[src/rtl/clkcfg_pkg.sv]
package clkcfg_pkg;

  typedef enum logic [2:0] {
    S_IDLE,
    S_ADDR,
    S_ADDR_ACK,
    S_WR_BYTE,
    S_WR_ACK,
    S_RD_BYTE,
    S_RD_ACK
  } busStateT;

  // strobes from bus control to register bank, one cycle wide
  typedef struct packed {
    logic       ptrClr;
    logic       ptrInc;
    logic       wrEn;
    logic [7:0] wrData;
  } bankCmdT;

  localparam int unsigned SKIP_BYTES = 2;

endpackage

[src/rtl/clkcfg_sync.sv]
module clkcfg_sync #(
  parameter int unsigned STAGES = 2,
  parameter int unsigned WIDTH  = 2,
  parameter logic [WIDTH-1:0] RST_VAL = '1
) (
  input  logic             clk,
  input  logic             rstN,
  input  logic [WIDTH-1:0] din,
  output logic [WIDTH-1:0] dout
);
  logic [STAGES-1:0][WIDTH-1:0] chain;

  always_ff @(posedge clk or negedge rstN) begin
    if (!rstN) begin
      chain <= {STAGES{RST_VAL}};
    end else begin
      chain[0] <= din;
      for (int i = 1; i < STAGES; i++) chain[i] <= chain[i-1];
    end
  end

  assign dout = chain[STAGES-1];
endmodule

[src/rtl/clkcfg_bus_ctrl.sv]
module clkcfg_bus_ctrl
  import clkcfg_pkg::*;
#(
  parameter logic [6:0]  SLAVE_ADDR  = 7'h69,
  parameter int unsigned SYNC_STAGES = 2
) (
  input  logic       clk,
  input  logic       rstN,
  input  logic       sclIn,
  input  logic       sdaIn,
  input  logic [7:0] rdData,
  output bankCmdT    cmd,
  output logic       sdaOe
);
  localparam int unsigned BCW = 4;
  localparam int unsigned PHW = $clog2(SKIP_BYTES + 1);

  logic [1:0] syncOut;
  logic sclS, sdaS, sclD, sdaD;
  logic sclRise, sclFall, startDet, stopDet;

  busStateT         state;
  logic [BCW-1:0]   bitCnt;
  logic [7:0]       rxShift, txShift;
  logic [PHW-1:0]   wrPhase;
  logic             isRead, mAck;

  clkcfg_sync #(.STAGES(SYNC_STAGES), .WIDTH(2), .RST_VAL(2'b11)) uSync (
    .clk (clk),
    .rstN(rstN),
    .din ({sclIn, sdaIn}),
    .dout(syncOut)
  );
  assign {sclS, sdaS} = syncOut;

  always_ff @(posedge clk or negedge rstN) begin
    if (!rstN) begin
      sclD <= 1'b1;
      sdaD <= 1'b1;
    end else begin
      sclD <= sclS;
      sdaD <= sdaS;
    end
  end

  assign sclRise  = sclS & ~sclD;
  assign sclFall  = ~sclS & sclD;
  assign startDet = sclS & sclD & sdaD & ~sdaS;
  assign stopDet  = sclS & sclD & ~sdaD & sdaS;

  always_ff @(posedge clk or negedge rstN) begin
    if (!rstN) begin
      state   <= S_IDLE;
      bitCnt  <= '0;
      rxShift <= '0;
      txShift <= '0;
      wrPhase <= '0;
      isRead  <= 1'b0;
      mAck    <= 1'b0;
      sdaOe   <= 1'b0;
      cmd     <= '0;
    end else begin
      cmd.ptrClr <= 1'b0;
      cmd.ptrInc <= 1'b0;
      cmd.wrEn   <= 1'b0;
      if (startDet) begin
        state      <= S_ADDR;
        bitCnt     <= '0;
        wrPhase    <= '0;
        sdaOe      <= 1'b0;
        cmd.ptrClr <= 1'b1;
      end else if (stopDet) begin
        state <= S_IDLE;
        sdaOe <= 1'b0;
      end else begin
        unique case (state)
          S_IDLE: sdaOe <= 1'b0;
          S_ADDR: begin
            if (sclRise) begin
              rxShift <= {rxShift[6:0], sdaS};
              bitCnt  <= bitCnt + 1'b1;
            end else if (sclFall && bitCnt == BCW'(8)) begin
              if (rxShift[7:1] == SLAVE_ADDR) begin
                isRead <= rxShift[0];
                sdaOe  <= 1'b1;
                state  <= S_ADDR_ACK;
              end else begin
                state <= S_IDLE;
              end
            end
          end
          S_ADDR_ACK: begin
            if (sclFall) begin
              bitCnt <= '0;
              if (isRead) begin
                txShift <= rdData;
                sdaOe   <= ~rdData[7];
                state   <= S_RD_BYTE;
              end else begin
                sdaOe <= 1'b0;
                state <= S_WR_BYTE;
              end
            end
          end
          S_WR_BYTE: begin
            if (sclRise) begin
              rxShift <= {rxShift[6:0], sdaS};
              bitCnt  <= bitCnt + 1'b1;
            end else if (sclFall && bitCnt == BCW'(8)) begin
              sdaOe <= 1'b1;
              state <= S_WR_ACK;
              if (wrPhase == PHW'(SKIP_BYTES)) begin
                cmd.wrEn   <= 1'b1;
                cmd.wrData <= rxShift;
              end else begin
                wrPhase <= wrPhase + 1'b1;
              end
            end
          end
          S_WR_ACK: begin
            if (sclFall) begin
              sdaOe  <= 1'b0;
              bitCnt <= '0;
              state  <= S_WR_BYTE;
            end
          end
          S_RD_BYTE: begin
            if (sclRise) begin
              bitCnt <= bitCnt + 1'b1;
            end else if (sclFall) begin
              if (bitCnt == BCW'(8)) begin
                sdaOe      <= 1'b0;
                cmd.ptrInc <= 1'b1;
                state      <= S_RD_ACK;
              end else begin
                txShift <= {txShift[6:0], 1'b0};
                sdaOe   <= ~txShift[6];
              end
            end
          end
          S_RD_ACK: begin
            if (sclRise) begin
              mAck <= ~sdaS;
            end else if (sclFall) begin
              if (mAck) begin
                txShift <= rdData;
                sdaOe   <= ~rdData[7];
                bitCnt  <= '0;
                state   <= S_RD_BYTE;
              end else begin
                sdaOe <= 1'b0;
                state <= S_IDLE;
              end
            end
          end
          default: state <= S_IDLE;
        endcase
      end
    end
  end


  idle_quiet_chk: assert property (@(posedge clk) disable iff (!rstN)
    (state == S_IDLE) |-> !sdaOe);


  ack_release_chk: assert property (@(posedge clk) disable iff (!rstN)
    (state == S_WR_ACK && sclFall && !startDet && !stopDet) |=> !sdaOe);


  nack_stop_chk: assert property (@(posedge clk) disable iff (!rstN)
    (state == S_RD_ACK && sclFall && !mAck && !startDet && !stopDet)
      |=> (state == S_IDLE && !sdaOe));

endmodule

[src/rtl/clkcfg_reg_bank.sv]
module clkcfg_reg_bank
  import clkcfg_pkg::*;
#(
  parameter int unsigned NUM_REGS = 8,
  parameter int unsigned FSEL_IDX = 3
) (
  input  logic       clk,
  input  logic       rstN,
  input  bankCmdT    cmd,
  input  logic       speedPin,
  output logic [7:0] rdData,
  output logic [2:0] freqIdx,
  output logic [1:0] outMode
);
  localparam int unsigned PW = $clog2(NUM_REGS + 1);

  logic [7:0]            regQ [NUM_REGS];
  logic [NUM_REGS*8-1:0] regFlat;
  logic [PW-1:0]         ptr;
  logic [7:0]            fsel;
  logic                  unusedFsel;

  always_ff @(posedge clk or negedge rstN) begin
    if (!rstN) begin
      ptr <= '0;
    end else if (cmd.ptrClr) begin
      ptr <= '0;
    end else if ((cmd.wrEn || cmd.ptrInc) && ptr != PW'(NUM_REGS)) begin
      ptr <= ptr + 1'b1;
    end
  end

  for (genvar g = 0; g < NUM_REGS; g++) begin : gReg
    always_ff @(posedge clk or negedge rstN) begin
      if (!rstN) begin
        regQ[g] <= 8'h00;
      end else if (cmd.wrEn && ptr == PW'(g)) begin
        regQ[g] <= cmd.wrData;
      end
    end
    assign regFlat[g*8 +: 8] = regQ[g];
  end

  always_comb begin
    rdData = 8'h00;
    for (int i = 0; i < NUM_REGS; i++) begin
      if (ptr == PW'(i)) rdData = regQ[i];
    end
  end

  assign fsel       = regQ[FSEL_IDX];
  assign unusedFsel = fsel[7] ^ fsel[2];
  assign freqIdx    = fsel[3] ? fsel[6:4] : (speedPin ? 3'b111 : 3'b011);
  assign outMode    = fsel[1:0];


  ptr_clear_chk: assert property (@(posedge clk) disable iff (!rstN)
    cmd.ptrClr |=> (ptr == '0));


  ptr_bound_chk: assert property (@(posedge clk) disable iff (!rstN)
    ptr <= PW'(NUM_REGS));


  reg_hold_chk: assert property (@(posedge clk) disable iff (!rstN)
    !cmd.wrEn |=> $stable(regFlat));

endmodule

[src/rtl/clkcfg_serial_regs.sv]
module clkcfg_serial_regs
  import clkcfg_pkg::*;
#(
  parameter logic [6:0]  SLAVE_ADDR  = 7'h69,
  parameter int unsigned NUM_REGS    = 8,
  parameter int unsigned FSEL_IDX    = 3,
  parameter int unsigned SYNC_STAGES = 2
) (
  input  logic       clk,
  input  logic       rstN,
  input  logic       sclIn,
  input  logic       sdaIn,
  output logic       sdaOe,
  input  logic       speedPin,
  output logic [2:0] freqIdx,
  output logic [1:0] outMode
);
  bankCmdT    bankCmd;
  logic [7:0] rdData;

  clkcfg_bus_ctrl #(.SLAVE_ADDR(SLAVE_ADDR), .SYNC_STAGES(SYNC_STAGES)) uCtrl (
    .clk   (clk),
    .rstN  (rstN),
    .sclIn (sclIn),
    .sdaIn (sdaIn),
    .rdData(rdData),
    .cmd   (bankCmd),
    .sdaOe (sdaOe)
  );

  clkcfg_reg_bank #(.NUM_REGS(NUM_REGS), .FSEL_IDX(FSEL_IDX)) uBank (
    .clk     (clk),
    .rstN    (rstN),
    .cmd     (bankCmd),
    .speedPin(speedPin),
    .rdData  (rdData),
    .freqIdx (freqIdx),
    .outMode (outMode)
  );
endmodule

[config.mk]
export PLATFORM = sky130hd
export DESIGN_NAME = clkcfg_serial_regs
export DESIGN_NICKNAME = d
export VERILOG_FILES = /design/src/rtl/clkcfg_pkg.sv /design/src/rtl/clkcfg_sync.sv /design/src/rtl/clkcfg_bus_ctrl.sv /design/src/rtl/clkcfg_reg_bank.sv /design/src/rtl/clkcfg_serial_regs.sv
export SDC_FILE = /design/constraint.sdc
export NUM_CORES = 1
export LEC_CHECK = 0
export BUFFER_PORTS_ARGS = -buffer_cell sky130_fd_sc_hd__buf_2
export CORE_MARGIN = 2
export CORE_UTILIZATION = 30
export CTS_BUF_LIST = sky130_fd_sc_hd__clkbuf_16
export DETAILED_ROUTE_END_ITERATION = 16
export PLACE_DENSITY_LB_ADDON = 0.05
export SLEW_MARGIN = 20
export SYNTH_ARGS = -nofsm -noshare
export SYNTH_HDL_FRONTEND = slang
export SYNTH_SLANG_ARGS = --single-unit
[constraint.sdc]
create_clock -name clk -period 1.85 [get_ports clk]
set_input_delay 0.0925 -clock clk [delete_from_list [all_inputs] [get_ports clk]]
set_output_delay 0.0925 -clock clk [all_outputs]
set_load 0.05 [all_outputs]
==> results of run 1 <==
## metal layers
layer / GRT usage, % / up-vias / share of wire [%]
li1: - / 1988 / -
met1: 25.52 / 2076 / 51
met2: 25.50 / 75 / 44
met3: 2.666 / 16 / 3.5
met4: 5.000 / 0 / 1.5
met5: 0 / - / 0
## worst paths after layout
kind                            cells past startpoint  slack, ps                  end                 start
max in group asynchronous                           3        960  uCtrl.uSync.dout[1]                  rstN
worst max register to register                      7        -30          uCtrl.sdaOe       uCtrl.bitCnt[1]
min in group clk                                    0        360  uCtrl.uSync.dout[0]  uCtrl.uSync.chain[0]
worst max-delay path                                7        -30          uCtrl.sdaOe       uCtrl.bitCnt[1]
worst min register to register                      0        360  uCtrl.uSync.dout[0]  uCtrl.uSync.chain[0]
worst min-delay path                                2        180        uBank.fsel[1]                  rstN
## final cells by class
type | count | area share [%]
Clock buffer | 9 | 3.044
Clock inverter | 7 | 0.9300
Inverter | 20 | 1.015
Multi-Input combinational cell | 336 | 40.18
Sequential cell | 112 | 38.06
Tap cell | 234 | 3.957
Timing Repair Buffer | 111 | 12.82
## where the power goes
| group | switching (mW) | internal, mW | total (mW) |
|---|---|---|---|
| registers | 0.0266 | 2.48 | 2.50 |
| clock network | 1.03 | 0.961 | 2.00 |
| logic | 0.135 | 0.103 | 0.238 |
## sequential cells by signal, indices dropped and copies added (netlist names)
signal / count
uBank.fsel: 8
uBank.ptr: 4
uBank.regFlat: 56
uCtrl.bitCnt: 4
uCtrl.cmd: 11
uCtrl.isRead: 1
uCtrl.mAck: 1
uCtrl.rxShift: 8
uCtrl.sclD: 1
uCtrl.sdaD: 1
uCtrl.sdaOe: 1
uCtrl.state: 3
uCtrl.txShift: 7
uCtrl.uSync.chain: 2
uCtrl.uSync.dout: 2
uCtrl.wrPhase: 2
## stage by stage
step | hold slack (ps) | cell area (µm²) | util [%] | instances
after floorplan | -203.1 | 5702 | - | 499
after global placement | 32.91 | 6556 | 35.17 | 799
after detailed placement | 32.97 | 6556 | 35.17 | 799
after CTS | 183.2 | 7164 | 38.43 | 822
after global routing | 213.2 | 7400 | 39.69 | 829
final | 180.7 | 7400 | 39.69 | 829
## cell usage in the layout, fill, tap and decap left out, types with 9 or more instances in the layout
cell	count
a21oi_1	17
buf_2	10
buf_4	79
buf_6	12
clkbuf_16	10
dfrtp_1	101
inv_1	15
mux2_2	81
mux2i_1	9
nand2_1	25
nand2b_1	10
nor2_1	26
o21ai_0	11
## logic make-up (layout without fill, tap and decap cells)
kind of cell | after synthesis | after routing | synth area share [%]
flops | 112 | 112 | 49.33
xor+xnor | 6 | 6 | 0.9225
fa+ha+maj | 7 | 7 | 1.537
compound gates | 104 | 104 | 13.00
buf+inv | 51 | 147 | 4.722
mux | 92 | 92 | 17.99
simple gates | 127 | 127 | 12.50
## timing repair
item	CTS	global route
gates resized for setup	64	41
buffers inserted	4	6
pin swaps	14	12
hold buffers	3	0
endpoints found under the setup margin	43	40
gates cloned	1	1
endpoints found under the hold margin	24	0
## worst max-delay path, cell delays in order, from the launching register on
cell and delay (ps):
dfrtp_1 400, inv_2 90, ha_4 130, and3b_2 270, a221oi_2 90, nor3_2 330, o221ai_2 160, mux2_4 310
==> flow_summary.yaml, run 1 <==
yosys:
  async_flop_share_pct: 100.0
  yosysSeqAreaShare_pct: 49.33
  syn-num-nets: 511
  post-synth-top-area-fraction_pct: 46.56
  syn_area_per_cell_um2: 11.42
  yosys_register_bits: 112
  syn_area_mm2: 0.005697
  yosys.cell_types.count: 66
  synthCells: 499
  synth.most_common_cell: "dfrtp_1"
  synth_edf_count: 0
  yosys-top-cells-count: "dfrtp_1 (106), mux2_2 (82), nor2_1 (28)"
  ys.flop_type: "dfrtp_1"
  synth.largest_area_cell: "dfrtp_1"
  netlist_top_cells_area: "dfrtp_1 (47%), mux2_2 (16%), dfstp_2 (2.8%)"
  ys_warn_count: 0
floorplanning:
  placementRows: 50
  fp.coreArea_mm2: 0.01864
  dieArea_mm2: 0.02011
  die_h_um: 141.8
  initial_utilization_pct: 30.56
  ios: 11
  die_width_um: 141.8
drt:
  post-route-drc-count: 0
  ant_nets: 0
  via_per_inst: 5.012
  drt_iter0_drc: 223
  routed-via-count: 4155
  drt-total-wl_um: 16100
  dr.pass1.iters: 4
  wl_per_cell_um: 19.41
timing:
  tightest_slew_ps: 544.9
  worst_clock_skew_ps: 10.87
  relSlewSlack_pct: 63.68
  max_freq_mhz: 530.7
  period_needed_ps: 1884
  period_share_pct: 101.9
  hold_violations: 0
  tns_ps: -53.57
  slew_viol_final: 0
  finalWorstSetupSlack_ps: -34.48
  setup_viol: 2
  rsz0062_at_grt: "true"
grt:
  grt_start_max_net_pins: 68
  antenna_found_initial: 0
  grt_pass1_wl_um: 25920
  grt_overflow_total: 0
  grt_pass1_vias: 4380
  grt_usage_pct: 17.08
outcome:
  status: "finished with violations"
  violations: "setup timing"
pwr:
  p_leak_nw: 3.388
  power_density_mw_per_mm2: 640.2
  finalPower_mw: 4.738
  ir_drop_uv: 395.2
clocking:
  cts_buffers: 9
  tritoncts: "built"
  root_buffer: "clkbuf_16"
  cts_sinks: 112
  clk_latency_ps: 360
  ctsLongestPathBuffers: 2
  htree_num_levels: 3
  path_clk_slew_ps: 90
layout:
  diodes: 0
  multi_input_area_mm2: 0.002973
  fillers: 1807
  final_layout_size_suffix_gt1_share_pct: 47.90
  final_nets: 602
  regArea_mm2: 0.002816
  layout-area-overhead-vs-synth_pct: 29.89
place:
  place_congestion: 0.8147
  portBuffers: 10
  pre_cts_ws_ps: -296.6
  dp_hpwl_um: 11600
critical_path:
  crit_type: "reg2reg"
  end_kind: "flip-flop"
  critPathRequiredTime_ps: 2100
  critPathLaunchType: "flip-flop"
  cp.arrival_ps: 2130
  crit_fanout: 5
min_path:
  hold_path.class: "in2async"
run:
  drv_cap: 0
Power figures use the tool's default switching activity.
==> run 2: changes to the inputs <==
- SYNTH_HIERARCHICAL: default -> 1
- clock period: 1.85 -> 2 ns (I/O delays scaled with it)
==> run 2 against run 1 <==
Clock power shrank 9%. Total power fell by 7.2%. Utilization down 3.7 points. The flow still finishes with violations (setup timing). Synthesized cell count fell by 3.2%. Combinational power is 13% lower. First-iteration DRC count shrank 6.3%. Sequential cell count unchanged. Largest cell class is now registers.
==> flow_summary.yaml, run 2 <==
layout:
  stdcell_count: 764
  largest_reg_flops: 56
  diodes: 0
  final_common_cell: "dfrtp_1"
  final_nets: 537
  final_layout_size_suffix_gt1_share_pct: 39.43
  layout-area-overhead-vs-synth_pct: 18.75
  final_cell_mix: "dfrtp_1 (105), mux2_2 (78), buf_4 (43), nand2_1 (24), a21oi_1 (23)"
place:
  dp_cells: 741
  place_congestion: 0.8061
  dp_hpwl_um: 10900
  portBuffers: 10
critical_path:
  critPathRequiredTime_ps: 2240
  r2r_slack_ps: -160
  cp_num_buf_inv: 2
  end_kind: "flip-flop"
  path_cells: "inv_2 > buf_12 > ha_4 > nor2b_4 > a221o_1 > a221oi_2 > o22ai_1 > mux2_4 > mux2_2"
  crit_fanout: 7
  crit_type: "reg2reg"
  critPathLaunchType: "flip-flop"
  worstReg2RegStart: "uBank/ptr[0]"
  rr_endpoint: "uCtrl/txShift[3]"
  cp.arrival_ps: 2410
  slowest_delay_ps: 400
  critical_path.slowest_cell: "dfrtp_2"
  r2r_cells: 9
  crit_family: "compound AO/OA/AOI/OAI gates"
yosys:
  synth_edf_count: 0
  syn_area_mm2: 0.005624
  yosysSeqAreaShare_pct: 49.97
  post-synth-top-area-fraction_pct: 47.16
  yosys.cell_types.count: 61
  synthCells: 483
  async_flop_share_pct: 100.0
  yosys-top-cells-count: "dfrtp_1 (106), mux2_2 (84), a21oi_1 (27)"
  ys_warn_count: 6
  syn-num-nets: 495
  yosys_register_bits: 112
  netlist_top_cells_area: "dfrtp_1 (47%), mux2_2 (17%), dfstp_2 (2.8%)"
  synth.most_common_cell: "dfrtp_1"
  synth.largest_area_cell: "dfrtp_1"
  syn_area_per_cell_um2: 11.64
  ys.flop_type: "dfrtp_1"
floorplanning:
  placementRows: 50
  die_h_um: 140.9
  ios: 11
  fp.coreArea_mm2: 0.01858
  initial_utilization_pct: 30.27
  dieArea_mm2: 0.01986
  die_width_um: 140.9
clocking:
  cts_sinks: 112
  clk_latency_ps: 360
  root_buffer: "clkbuf_16"
  cts_buffers: 9
  path_clk_slew_ps: 80
  ctsLongestPathBuffers: 2
  htree_num_levels: 3
  tritoncts: "built"
pwr:
  seqPwrFrac_pct: 53.8
  finalPower_mw: 4.399
  power.share.clock_pct: 41.6
  ir_drop_uv: 399.6
  power.internal_mw: 3.368
  pwr-share-comb_pct: 4.7
  power_density_mw_per_mm2: 658.6
  p_sw_share_pct: 23.43
  p_leak_nw: 3.057
  switchingPower_mw: 1.031
grt:
  grt_overflow_total: 0
  grt_pass1_vias: 3860
  grt_pass1_wl_um: 23310
  antenna_found_initial: 0
  grt_start_max_net_pins: 37
  grt_usage_pct: 15.50
drt:
  routed-via-count: 3834
  dr.pass1.iters: 4
  via_per_inst: 5.018
  post-route-drc-count: 0
  ant_nets: 0
  drt-total-wl_um: 14540
  wl_per_cell_um: 19.03
  drt_iter0_drc: 209
outcome:
  status: "finished with violations"
  violations: "setup timing"
timing:
  setup_viol: 7
  period_needed_ps: 2163
  slew_viol_final: 0
  hold_violations: 0
  period_share_pct: 108.2
  max_freq_mhz: 462.2
  tightest_slew_ps: 527.6
  tns_ps: -650.6
  rsz0062_at_grt: "true"
  finalWorstSetupSlack_ps: -163.4
  hold_ws_ps: 228.0
  relSlewSlack_pct: 64.50
  worst_clock_skew_ps: 6.456
run:
  drv_cap: 0
min_path:
  hold_path.class: "in2async"
run 2: how the worst max path moves through the flow:
stage	startpoint	endpoint	cells past startpoint
2_1_floorplan	uBank/ptr[1]	uCtrl/txShift[3]	10
5_1_grt	uBank/ptr[0]	uCtrl/txShift[3]	9
3_3_place_gp	uBank/ptr[1]	uCtrl/txShift[3]	8
6_report	uBank/ptr[0]	uCtrl/txShift[3]	9
4_1_cts	uBank/ptr[0]	uCtrl/txShift[3]	9
3_5_place_dp	uBank/ptr[0]	uCtrl/txShift[3]	8
run 2: metal layers:
layer | wire, µm | GRT usage, % | vias up | part of all wire, %
li1 | - | - | 1822 | -
met1 | 7154 | 21.76 | 1930 | 49
met2 | 6622 | 24.08 | 62 | 46
met3 | 461 | 2.921 | 20 | 3.2
met4 | 298 | 5.316 | 0 | 2.1
met5 | 0 | 0 | - | 0
run 2: power by group through the flow:
stage	combinational (mW)	sequential (mW)	clock, mW
final	0.206	2.36	1.83
after detailed placement	0.206	2.41	0
after floorplan	0.105	2.40	0
after global placement	0.202	2.41	0
after CTS	0.212	2.36	1.91
after global routing	0.234	2.37	2.00
run 2: final cells by class:
cell class	count	area (µm²)
tap	234	292.8
clock inverter	7	73.82
multi-input combinational	315	2620
inverter	23	86.33
timing repair buffer	64	569.3
fill	1820	11900
clock buffer	9	225.2
sequential	112	2811
run 2: kinds of logic (layout without fill, tap and decap cells):
| logic type | after synthesis | count (layout) | synth area share, % |
|---|---|---|---|
| and+or+nand+nor | 113 | 113 | 11.72 |
| DFF | 112 | 112 | 49.97 |
| buffers and inverters | 56 | 103 | 5.962 |
| muxes | 91 | 91 | 18.11 |
| xor gates and xnor gates | 3 | 3 | 0.4673 |
| AOI/OAI and AO/OA | 101 | 101 | 12.21 |
| adders and majority gates | 7 | 7 | 1.557 |
run 2: stage by stage:
stage                     worst slack [ps]  utilization [%]  cell area (µm²)
after floorplan                     -92.04                -             5692
after detailed placement            -195.8            33.58             6238
after global routing                -241.8            35.95             6679
final                               -163.4            35.95             6679
after global placement              -155.3            33.58             6238
after CTS                           -182.5            35.75             6643
run 2: what timing repair did:
item / CTS / global route
hold buffers: 3 / 0
setup endpoints to repair: 15 / 21
hold endpoints to repair: 31 / 0
gates resized for setup: 15 / 8
pin swaps: 7 / 8
buffers inserted: 3 / 1
==> run 3: changes to the inputs <==
- CORE_MARGIN: 2 -> 3
- clock period: 2 -> 1.9 ns (I/O delays scaled with it)
==> run 3 against run 2 <==
Non-clock buffer count grew 9. Utilization grew 1.2 points. Sequential power grew 6%. Sequential share of layout area shrank 0.53 points. The run still ends with setup timing left. Hold slack gained 22 ps. Critical endpoint is now uCtrl/txShift[5]. Via count grew 1.2%. Combinational power grew 14%. Design area grew 1.3%. Register-to-register slack lost 80 ps. Critical path depth is the same. Clock-buffer cell count is the same. Clock skew grew 3.4 ps.
==> flow_summary.yaml, run 3 (same netlist as run 2, synthesis figures left out) <==
critical_path:
  cp.arrival_ps: 2390
  r2r_cells: 9
  critPathRequiredTime_ps: 2150
  crit_fanout: 5
  cpMostUsedCell: "buf_4"
  critical_path.slowest_cell: "dfrtp_2"
  path_cells: "buf_6 > ha_4 > buf_4 > buf_4 > a22oi_2 > o2111ai_2 > o2bb2ai_2 > mux2_4 > mux2_2"
  crit_type: "reg2reg"
  critPathLaunchType: "flip-flop"
  slowest_delay_ps: 430
  r2r_slack_ps: -240
  worstReg2RegStart: "uBank/ptr[0]"
  end_kind: "flip-flop"
  rr_endpoint: "uCtrl/txShift[5]"
grt:
  grt_pass1_vias: 3984
  grt_pass1_wl_um: 23660
  grt_overflow_total: 0
  grt_usage_pct: 15.40
  grt_start_max_net_pins: 70
  antenna_found_initial: 0
clocking:
  htree_num_levels: 3
  tritoncts: "built"
  root_buffer: "clkbuf_16"
  cts_buffers: 9
  path_clk_slew_ps: 80
  ctsLongestPathBuffers: 2
  clk_latency_ps: 360
  cts_sinks: 112
timing:
  hold_violations: 0
  relSlewSlack_pct: 64.13
  period_share_pct: 112.8
  finalWorstSetupSlack_ps: -243.0
  rsz0062_at_grt: "true"
  hold_ws_ps: 250.4
  tightest_slew_ps: 538.0
  setup_viol: 7
  period_needed_ps: 2143
  slew_viol_final: 0
  worst_clock_skew_ps: 9.897
  max_freq_mhz: 466.6
outcome:
  violations: "setup timing"
  status: "finished with violations"
floorplanning:
  placementRows: 49
  initial_utilization_pct: 30.89
  dieArea_mm2: 0.02043
  die_width_um: 142.9
  fp.coreArea_mm2: 0.01821
  ios: 11
  die_h_um: 142.9
drt:
  routed-via-count: 3880
  post-route-drc-count: 0
  dr.pass1.iters: 4
  ant_nets: 0
  wl_per_cell_um: 19.41
  via_per_inst: 5.052
  drt-total-wl_um: 14910
  drt_iter0_drc: 162
min_path:
  hold_path.class: "in2async"
pwr:
  switchingPower_mw: 1.072
  pwr-share-comb_pct: 5.1
  seqPwrFrac_pct: 53.9
  p_sw_share_pct: 23.23
  power.internal_mw: 3.542
  power.share.clock_pct: 41.0
  power_density_mw_per_mm2: 681.8
  p_leak_nw: 3.098
  ir_drop_uv: 436.2
  finalPower_mw: 4.615
layout:
  fin_util_pct: 37.17
  largest_reg_flops: 56
  final_nets: 546
  diodes: 0
  layout-area-overhead-vs-synth_pct: 20.33
  final_layout_size_suffix_gt1_share_pct: 40.26
  final_common_cell: "dfrtp_1"
  final_cell_mix: "dfrtp_1 (104), mux2_2 (79), buf_4 (51), nand2_1 (25), a21oi_1 (24)"
place:
  portBuffers: 10
  place_congestion: 0.8096
  dp_hpwl_um: 10910
run:
  drv_cap: 0
[run 3: worst max-delay path, delay by kind of cell, from the launching register on]
kind	cells	cell delay, ps
AO/OA/AOI/OAI	3	490
buffers and inverters	3	430
multiplexers	2	530
adder cells (fa/ha/maj)	1	170
flip-flops	1	430
[run 3: timing repair]
action,CTS,global route
gates resized for setup,8,25
endpoints found under the setup margin,24,25
pin swaps,2,8
buffers inserted,0,4
hold buffers,3,0
hold endpoints to repair,112,0
[run 3: worst max path at each step]
stage	end	slack, ps	from	depth (start not counted)
5_1_grt	uCtrl/txShift[3]	-330	uBank/ptr[0]	10
4_1_cts	uCtrl/txShift[3]	-230	uBank/ptr[1]	8
2_1_floorplan	uCtrl/txShift[3]	-190	uBank/ptr[1]	10
3_5_place_dp	uCtrl/sdaOe	-270	uBank/ptr[0]	7
6_report	uCtrl/txShift[5]	-240	uBank/ptr[0]	9
3_3_place_gp	uCtrl/sdaOe	-290	uBank/ptr[0]	7
[run 3: power by group through the flow]
stage / combinational (mW) / clock, mW / sequential [mW]
2_1_floorplan: 0.110 / 0 / 2.52
3_3_place_gp: 0.231 / 0 / 2.53
3_5_place_dp: 0.238 / 0 / 2.53
4_1_cts: 0.244 / 1.98 / 2.49
5_1_grt: 0.269 / 2.05 / 2.49
6_report: 0.235 / 1.89 / 2.49
[run 3: metrics by stage]
stage               setup WS (ps)  instances  TNS [ps]  area, µm²
floorplan                  -192.0        483    -687.9       5697
global placement           -285.8        745     -1561       6280
detailed placement         -271.1        745     -1936       6280
CTS                        -234.1        764     -1354       6630
global route               -329.0        768     -2605       6768
finish                     -243.0        768     -1394       6768
[run 3: layout make-up]
| cell class | instances | area (µm²) |
|---|---|---|
| multi-input combinational | 315 | 2666 |
| inverter | 23 | 88.84 |
| fill | 1805 | 11440 |
| clock buffer | 9 | 225.2 |
| sequential | 112 | 2813 |
| clock inverter | 7 | 61.31 |
| tap | 229 | 286.5 |
| timing repair buffer | 73 | 626.9 |
[run 3: routing by layer]
layer	part of all wire [%]	vias up	wire, µm	global-route usage [%]
met5	0	-	0	0
met4	1.8	0	263	5.003
met3	3.1	17	458	3.182
met2	46	60	6820	23.42
met1	49	1965	7369	22.01
li1	-	1838	-	-
